**src/rtl/rtc_wp_pkg.sv**
```systemverilog
package rtc_wp_pkg;
   localparam int NUM_REGS    = 6;
   localparam int IDX_CTRL    = 0;
   localparam int IDX_SEC     = 1;
   localparam int IDX_MIN     = 2;
   localparam int IDX_HOUR    = 3;
   localparam int IDX_KEYCTL  = 4;
   localparam int IDX_SCRATCH = 5;
   localparam int KEY_W       = 2;

   typedef enum logic [KEY_W-1:0] {
      KEY_OPEN   = 2'b00,
      KEY_STEP2  = 2'b01,
      KEY_STEP1  = 2'b10,
      KEY_LOCKED = 2'b11
   } key_state_e;
endpackage

```
**src/rtl/rtc_wp_pulse.sv**
```systemverilog
module rtc_wp_pulse #(
   parameter int W = 2
) (
   input  logic         clk,
   input  logic         rst_n,
   input  logic [W-1:0] lvl,
   output logic [W-1:0] fire
);
   initial begin : g_chk
      assert (W >= 1) else $error("rtc_wp_pulse: W must be at least 1");
   end

   for (genvar b = 0; b < W; b++) begin : g_bit
      logic lvl_q;
      always_ff @(posedge clk or negedge rst_n) begin
         if (!rst_n) lvl_q <= 1'b0;
         else        lvl_q <= lvl[b];
      end
      assign fire[b] = lvl[b] & ~lvl_q;

      // one accepted write per strobe, never two cycles in a row
      p_single_r9: assert property (@(posedge clk) disable iff (!rst_n)
         fire[b] |=> !fire[b]);
   end
endmodule

```
**src/rtl/rtc_wp_keyfsm.sv**
```systemverilog
module rtc_wp_keyfsm
   import rtc_wp_pkg::*;
(
   input  logic             clk,
   input  logic             rst_n,
   input  logic             fire,
   input  logic [KEY_W-1:0] key_val,
   output logic             unlocked
);
   key_state_e state, state_nx;

   always_comb begin
      state_nx = state;
      if (fire) begin
         unique case (state)
            KEY_LOCKED: state_nx = (key_val == 2'b10) ? KEY_STEP1 : KEY_LOCKED;
            KEY_STEP1:  state_nx = (key_val == 2'b01) ? KEY_STEP2 : KEY_LOCKED;
            KEY_STEP2:  state_nx = (key_val == 2'b00) ? KEY_OPEN  : KEY_LOCKED;
            KEY_OPEN:   state_nx = (key_val == 2'b11) ? KEY_LOCKED : KEY_OPEN;
            default:    state_nx = KEY_LOCKED;
         endcase
      end
   end

   always_ff @(posedge clk or negedge rst_n) begin
      if (!rst_n) state <= KEY_LOCKED;
      else        state <= state_nx;
   end

   assign unlocked = (state == KEY_OPEN);

   // from locked only 2'b10 leaves the locked state
   p_lock_hold_r2: assert property (@(posedge clk) disable iff (!rst_n)
      (fire && state == KEY_LOCKED && key_val != 2'b10) |=> state == KEY_LOCKED);
   // the open state is entered only from the last step with code 2'b00
   p_open_entry_r3: assert property (@(posedge clk) disable iff (!rst_n)
      (state == KEY_OPEN && $past(state) != KEY_OPEN) |->
      ($past(state) == KEY_STEP2 && $past(fire) && $past(key_val) == 2'b00));
   // a wrong code mid-series re-arms the lock
   p_abort_r4: assert property (@(posedge clk) disable iff (!rst_n)
      (fire && ((state == KEY_STEP1 && key_val != 2'b01) ||
                (state == KEY_STEP2 && key_val != 2'b00))) |=> state == KEY_LOCKED);
   // lock code while open relocks, other codes keep it open
   p_relock_r5: assert property (@(posedge clk) disable iff (!rst_n)
      (fire && state == KEY_OPEN && key_val == 2'b11) |=> state == KEY_LOCKED);
   p_stay_open_r5: assert property (@(posedge clk) disable iff (!rst_n)
      (fire && state == KEY_OPEN && key_val != 2'b11) |=> state == KEY_OPEN);
   // without an accepted key write the state never moves
   p_idle_r9: assert property (@(posedge clk) disable iff (!rst_n)
      !fire |=> $stable(state));
endmodule

```
**src/rtl/rtc_wp_regs.sv**
```systemverilog
module rtc_wp_regs #(
   parameter int                  DATA_W    = 8,
   parameter int                  ADDR_W    = 3,
   parameter int                  NREGS     = 6,
   parameter int                  KEY_IDX   = 4,
   parameter int                  KEY_W     = 2,
   parameter logic [NREGS-1:0]    PROT_MASK = '0
) (
   input  logic              clk,
   input  logic              rst_n,
   input  logic              wr_fire,
   input  logic [ADDR_W-1:0] addr,
   input  logic [DATA_W-1:0] wdata,
   input  logic              unlocked,
   output logic [NREGS-1:0]  gate,
   output logic [DATA_W-1:0] rd_data
);
   localparam int UPPER_W = DATA_W - KEY_W;

   logic [DATA_W-1:0] q   [NREGS];
   logic [NREGS-1:0]  hit;

   for (genvar i = 0; i < NREGS; i++) begin : g_reg
      assign hit[i] = (addr == ADDR_W'(i));

      if (PROT_MASK[i]) begin : g_guarded
         assign gate[i] = wr_fire & hit[i] & unlocked;
      end else begin : g_open
         assign gate[i] = wr_fire & hit[i];
      end

      if (i == KEY_IDX) begin : g_keyword
         logic [UPPER_W-1:0] upper;
         always_ff @(posedge clk or negedge rst_n) begin
            if (!rst_n)       upper <= '0;
            else if (gate[i]) upper <= wdata[DATA_W-1:KEY_W];
         end
         assign q[i] = {upper, {KEY_W{1'b0}}};
      end else begin : g_plain
         logic [DATA_W-1:0] store;
         always_ff @(posedge clk or negedge rst_n) begin
            if (!rst_n)       store <= '0;
            else if (gate[i]) store <= wdata;
         end
         assign q[i] = store;
      end

      if (PROT_MASK[i]) begin : g_chk_guard
         // while locked a shielded register never changes
         p_locked_drop_r6: assert property (@(posedge clk) disable iff (!rst_n)
            !unlocked |=> $stable(q[i]));
      end
   end

   always_comb begin
      rd_data = '0;
      for (int k = 0; k < NREGS; k++) begin
         if (hit[k]) rd_data = q[k];
      end
   end

   // key bits read back as zero
   p_keyrd_r8: assert property (@(posedge clk) disable iff (!rst_n)
      (addr == ADDR_W'(KEY_IDX)) |-> rd_data[KEY_W-1:0] == '0);
   // at most one register gate per cycle
   p_gate_onehot_r11: assert property (@(posedge clk) disable iff (!rst_n)
      $onehot0(gate));
endmodule

```
**src/rtl/rtc_wprot_guard.sv**
```systemverilog
module rtc_wprot_guard
   import rtc_wp_pkg::*;
#(
   parameter int                   DATA_W    = 8,
   parameter int                   ADDR_W    = 3,
   parameter logic [NUM_REGS-1:0]  PROT_MASK = 6'b001111
) (
   input  logic                clk,
   input  logic                rst_n,
   input  logic                key_wr,
   input  logic [KEY_W-1:0]    key_val,
   input  logic                bus_wr,
   input  logic [ADDR_W-1:0]   bus_addr,
   input  logic [DATA_W-1:0]   bus_wdata,
   output logic [DATA_W-1:0]   bus_rdata,
   output logic [NUM_REGS-1:0] reg_wgate
);
   localparam int STROBES = 2;

   initial begin : g_elab
      assert (DATA_W > KEY_W) else $error("rtc_wprot_guard: DATA_W too small for key field");
      assert ((1 << ADDR_W) >= NUM_REGS) else $error("rtc_wprot_guard: ADDR_W too small");
      assert (PROT_MASK[IDX_KEYCTL] == 1'b0) else $error("rtc_wprot_guard: key word must stay writable");
   end

   logic [STROBES-1:0] fire;
   logic               unlocked;

   rtc_wp_pulse #(.W(STROBES)) u_pulse (
      .clk   (clk),
      .rst_n (rst_n),
      .lvl   ({bus_wr, key_wr}),
      .fire  (fire)
   );

   rtc_wp_keyfsm u_fsm (
      .clk      (clk),
      .rst_n    (rst_n),
      .fire     (fire[0]),
      .key_val  (key_val),
      .unlocked (unlocked)
   );

   rtc_wp_regs #(
      .DATA_W    (DATA_W),
      .ADDR_W    (ADDR_W),
      .NREGS     (NUM_REGS),
      .KEY_IDX   (IDX_KEYCTL),
      .KEY_W     (KEY_W),
      .PROT_MASK (PROT_MASK)
   ) u_regs (
      .clk      (clk),
      .rst_n    (rst_n),
      .wr_fire  (fire[1]),
      .addr     (bus_addr),
      .wdata    (bus_wdata),
      .unlocked (unlocked),
      .gate     (reg_wgate),
      .rd_data  (bus_rdata)
   );

   // a shielded write in the cycle that completes the series is still blocked
   p_same_cycle_r10: assert property (@(posedge clk) disable iff (!rst_n)
      (!unlocked && fire[0]) |-> ((reg_wgate & PROT_MASK) == '0));
   // addresses past the bank raise no gate
   p_oob_r12: assert property (@(posedge clk) disable iff (!rst_n)
      (int'(bus_addr) >= NUM_REGS) |-> (reg_wgate == '0 && bus_rdata == '0));
endmodule

```
**config.mk**
```make
export PLATFORM = sky130hd
export DESIGN_NAME = rtc_wprot_guard
export DESIGN_NICKNAME = d
export VERILOG_FILES = /design/src/rtl/rtc_wp_pkg.sv /design/src/rtl/rtc_wp_pulse.sv /design/src/rtl/rtc_wp_keyfsm.sv /design/src/rtl/rtc_wp_regs.sv /design/src/rtl/rtc_wprot_guard.sv
export SDC_FILE = /design/constraint.sdc
export NUM_CORES = 1
export LEC_CHECK = 0
export BUFFER_PORTS_ARGS = -buffer_cell sky130_fd_sc_hd__buf_4
export CAP_MARGIN = 0
export CORE_UTILIZATION = 37
export CTS_BUF_LIST = sky130_fd_sc_hd__clkbuf_16
export DETAILED_ROUTE_END_ITERATION = 8
export PLACE_DENSITY = 0.51
export SYNTH_ARGS = -nofsm -noshare
export SYNTH_HDL_FRONTEND = slang
export SYNTH_SLANG_ARGS = --single-unit
```
**constraint.sdc**
```tcl
create_clock -name clk -period 5.5 [get_ports clk]
set_input_delay 1.65 -clock clk [delete_from_list [all_inputs] [get_ports clk]]
set_output_delay 1.65 -clock clk [all_outputs]
set_load 0.05 [all_outputs]
```
Yosys cells after proc, flatten, opt, wreduce, memory -nomap -nowiden

Cells that the tools add are included.

Word-level logic and storage cells: 48
Bits of input ports: 17
Register bits: 50
Output and inout bits: 14

Equality and inequality tests: 11
Reduce and logical (&&, ||, !) cells: 3
Mux-type cells: 11
Bitwise operators: 14

Operators by type and width:

| kind                                                | number |
|---|---|
| two-way mux 8 bit                                   | 6 |
| bitwise AND 1 bit                                   | 12 |
| equality test 2 bit, second input constant          | 4 |
| case mux 2 bit (4 select lines)                     | 1 |
| equality test 3 x 2 -> 1 bit, second input constant | 2 |
| equality test 3 bit, second input constant          | 2 |
| two-way mux 2 bit                                   | 3 |
| equality test 2 x 1 -> 1 bit, second input constant | 2 |
| zero test 2 bit                                     | 2 |
| equality test 3 x 1 -> 1 bit, second input constant | 1 |
| zero test 3 bit                                     | 1 |
| NOT 1 bit                                           | 2 |
| two-way mux 1 bit                                   | 1 |

Depth between registers and ports, before layout

Depth after elaboration: 7
Mapped depth: 5
Depth with buffers taken out: 3

Cells and area by module

From an unflattened synthesis, not the netlist that was laid out.

Cells, all modules: 173
Area, all modules: 2426.1 um^2

Modules (own cells, without submodules):

| module        | area an instance (um^2) | seq. area each (um^2) | instances | cells an instance |
|---|---|---|---|---|
| rtc_wp_regs   | 2228.4                  | 1151.1                | 1         | 155 |
| rtc_wp_keyfsm | 120.1                   | 52.6                  | 1         | 14 |
| rtc_wp_pulse  | 77.6                    | 50.0                  | 1         | 4 |

Worst setup path after synthesis

Ideal clock, no wire load.

Path kind: input port to output port
Start: input port bus_addr[0]
End: output port reg_wgate[2]
Arrival: 3681 ps
Stages on the path: 3
Data required time: 3850 ps
Setup slack: 169 ps
Buffers on the path: 2
Cells stage by stage: buf_1 clkbuf_1 nor4_1

Word-level cells in the longest chain between the ends: 3

RTL lines:

| item                            | line                  | text |
|---|---|---|
| start, declared                 | rtc_wprot_guard.sv:13 | `input logic [ADDR_W-1:0] bus_addr,` |
| equality test 3 x 2 -> 1 bit    | rtc_wp_regs.sv:24     | `assign hit[i] = (addr == ADDR_W'(i));` |
| bitwise AND 1 bit (2 in series) | rtc_wp_regs.sv:27     | `assign gate[i] = wr_fire & hit[i] & unlocked;` |
| end, declared                   | rtc_wprot_guard.sv:16 | `output logic [NUM_REGS-1:0] reg_wgate` |

No other way between the ends.

Worst setup path in the final report

Start: input port bus_addr[0]
End: output port reg_wgate[1]

Word-level cells in the longest chain between the ends: 3

RTL lines:

| item                            | line |
|---|---|
| equality test 3 x 1 -> 1 bit    | rtc_wp_regs.sv:24 |
| bitwise AND 1 bit (2 in series) | rtc_wp_regs.sv:27 |

No other way between the ends.

==> reports/qor.yml <==
outcome:
  outcome: "finished clean"
clock_network:
  clockBufferDepth: 2
  numCtsBuffers: 5
  clockRootBuffer: "clkbuf_16"
  clk_latency_ns: 0.28
  cts.sinks: 50
  post_cts_buffers: 0
  hold_buffers: 0
  cts_resized: 0
  htree_levels: 2
  tritoncts: "yes"
  clk_pin_slew_ns: 0.06
power_and_ir_drop:
  ir_drop_mv: 0.181
  p_leak_nw: 1.40
  internal_power_mw: 0.897
  clkPwrFrac_pct: 22.7
  p_comb_share_pct: 30.4
  seq_power_share_pct: 46.9
  p_total_mw: 1.29
  p_sw_share_pct: 30.2
  pwr_density_cell_nw_per_um2: 447
  power.net_switching_mw: 0.388
route:
  avgViaCountPerCell: 5.30
  ant_nets: 0
  drcViolationCount: 0
  totalWireLength_mm: 5.34
  detail_route.iter0.violations: 57
  drt_pass1_iterations: 4
  vias: 1515
  wl_per_cell_um: 18.7
sta:
  drv_slew: 0
  fin_crit_ns: 4.76
  fmax_mhz: 210
  setup_tns_ns: 0
  grt_setup_unrepaired: "no"
  tightest_slew_ns: 0.635
  finalCritPeriodShare_pct: 86.6
  relSlewSlack_pct: 57.6
  setup_viol: 0
  finalHoldViolations: 0
  fin_skew_ns: 0.00352
synth:
  yosys-mux-area-fraction_pct: 31.8
  synth_top_family_by_area: "multiplexers"
  ys_seq_area_share_pct: 51.2
  synth_fa_ha_area_share_pct: 0
  netlist_instances: 177
  ys_ff_latch: 50
  synth_area_um2: 2450
  syn_area_per_cell_um2: 13.8
  synth_xor_area_share_pct: 0
  synth-simple-area-share_pct: 6.69
  synth_nets: 194
  ys_types: 31
  synth_compound_area_share_pct: 6.95
  yosysWarnings: 0
final_layout:
  final_cell_mix: "48 x dfrtp_1, 34 x buf_4, 30 x mux2_2"
  fin_nets: 225
  area_growth_syn_to_layout_pct: 17.3
  final_common_cell: "dfrtp_1"
  insertedDiodeCount: 0
  layout-drive-gt1-share_pct: 45.5
worst_hold_path:
  min_path_type: "flip-flop to flip-flop"
critical_path:
  critPathKind: "input pin to output port"
  cp.arrival_ns: 3.11
  cp-end-kind: "output port"
  crit_required_ns: 3.85
  rrSetupSlack_ns: 3.50
  startpoint_type: "input pin"
  cp_max_fo: 22
global_route:
  grt.total_usage_pct: 16.4
  grt_overflow: 0
  antenna_found_initial: 0
  grt_pass1_wl_mm: 8.83
  first_global_vias: 1695
  grt_max_degree: 51
floorplanning:
  rows: 29
  die_area_um2: 6950
  initial_core_util_pct: 38.4
  core_region_area_um2: 6390
  ios: 31
  die_h_um: 83.4
  die_w_um: 83.4
placed_design:
  io_buffers: 30
  dp_hpwl_mm: 3.63
  gp_congestion: 0.826
job:
  max_cap_viol_count: 0
stage by stage:
| step | std cells | util, % | area [um^2] | hold slack, ns | setup WS, ns |
|---|---|---|---|---|---|
| finish | 286 | 45.0 | 2870 | 0.501 | 0.740 |
| global route | 286 | 45.0 | 2870 | 0.524 | 0.604 |
| CTS | 286 | 45.0 | 2870 | 0.508 | 0.735 |
| detailed placement | 278 | 42.8 | 2740 | 0.493 | 0.742 |
| global placement | 278 | 42.8 | 2740 | 0.487 | 0.762 |
| floorplan | 177 | - | 2450 | 0.471 | 0.169 |
area by class of cell:
type	count	area, um^2
clock buffers	5	125
clock inverters	3	12.5
fillers	586	3510
inverters	5	18.8
multi-input cells	112	1110
flip-flops and latches	50	1250
well taps	77	96.3
repair buffers	34	255
kinds of logic after synthesis:
logic type	count (synthesis)
AOI/OAI and AO/OA	23
muxes	66
and+or+nand+nor	23
buffers and inverters	15
DFF	50
metal layers:
| metal | vias up | track usage (%) | part of all wire, % |
|---|---|---|---|
| met4 | 0 | 7.21 | 0.99 |
| met3 | 7 | 2.98 | 3.5 |
| met5 | - | 0 | 0 |
| li1 | 707 | - | - |
| met1 | 775 | 22.0 | 48 |
| met2 | 26 | 26.0 | 48 |
Yosys cell counts, drive strengths merged:
cell type / number / area [um^2]
o32a: 6 / 60.1
inv: 5 / 18.8
mux2: 46 / 578
o21ai: 8 / 40.0
nand4: 1 / 6.26
or4b: 1 / 13.8
dfrtp: 48 / 1200
or3: 3 / 18.8
nor4: 1 / 6.26
nor2: 4 / 15.0
a31oi: 1 / 6.26
nor4b: 1 / 15.0
clkbuf: 4 / 25.0
a21boi: 2 / 15.0
mux2i: 20 / 200
buf: 6 / 40.0
o22a: 1 / 10.0
nor2b: 3 / 18.8
nand2b: 4 / 25.0
nor3: 1 / 10.0
or4: 2 / 22.5
dfstp: 2 / 52.6
nor3b: 1 / 7.51
a21oi: 2 / 10.0
a2bb2oi: 2 / 17.5
nand3: 1 / 5.00
o221a: 1 / 11.3
power by group through the flow:
stage | logic [mW] | clock network [mW] | registers, mW
global route | 0.421 | 0.319 | 0.619
finish | 0.390 | 0.292 | 0.603
detailed placement | 0.394 | 0 | 0.608
global placement | 0.384 | 0 | 0.605
CTS | 0.395 | 0.301 | 0.603
floorplan | 0.310 | 0 | 0.577
state kept, by name, summed over array words and instances, names as in the netlist:
register	cells
u_fsm.state	2
u_pulse.g_bit.lvl_q	2
u_regs.g.g_keyword.upper	6
u_regs.g.g_plain.store	40
final timing paths:
kind                                                                endpoint                                         start  depth (start not counted)
worst max-delay path                                            reg_wgate[1]                                   bus_addr[0]                          5
worst min-delay path            u_regs.g_reg[1].g_plain.store[1]$_DFFE_PN0P_  u_regs.g_reg[1].g_plain.store[1]$_DFFE_PN0P_                          1
worst max register to register  u_regs.g_reg[2].g_plain.store[5]$_DFFE_PN0P_                    u_fsm.state[1]$_DFFE_PN1P_                          3
worst min register to register  u_regs.g_reg[1].g_plain.store[1]$_DFFE_PN0P_  u_regs.g_reg[1].g_plain.store[1]$_DFFE_PN0P_                          1
max in group asynchronous       u_regs.g_reg[1].g_plain.store[7]$_DFFE_PN0P_                                         rst_n                          1
min in group asynchronous                   u_pulse.g_bit[0].lvl_q$_DFF_PN0_                                         rst_n                          1
worst max-delay path, cell delays in order:
cell	delay [ns]
buf_4	0.27
nand2b_1	0.25
or3_1	0.61
inv_1	0.11
buf_4	0.20
Note: power is estimated with default switching activity, not from simulation.
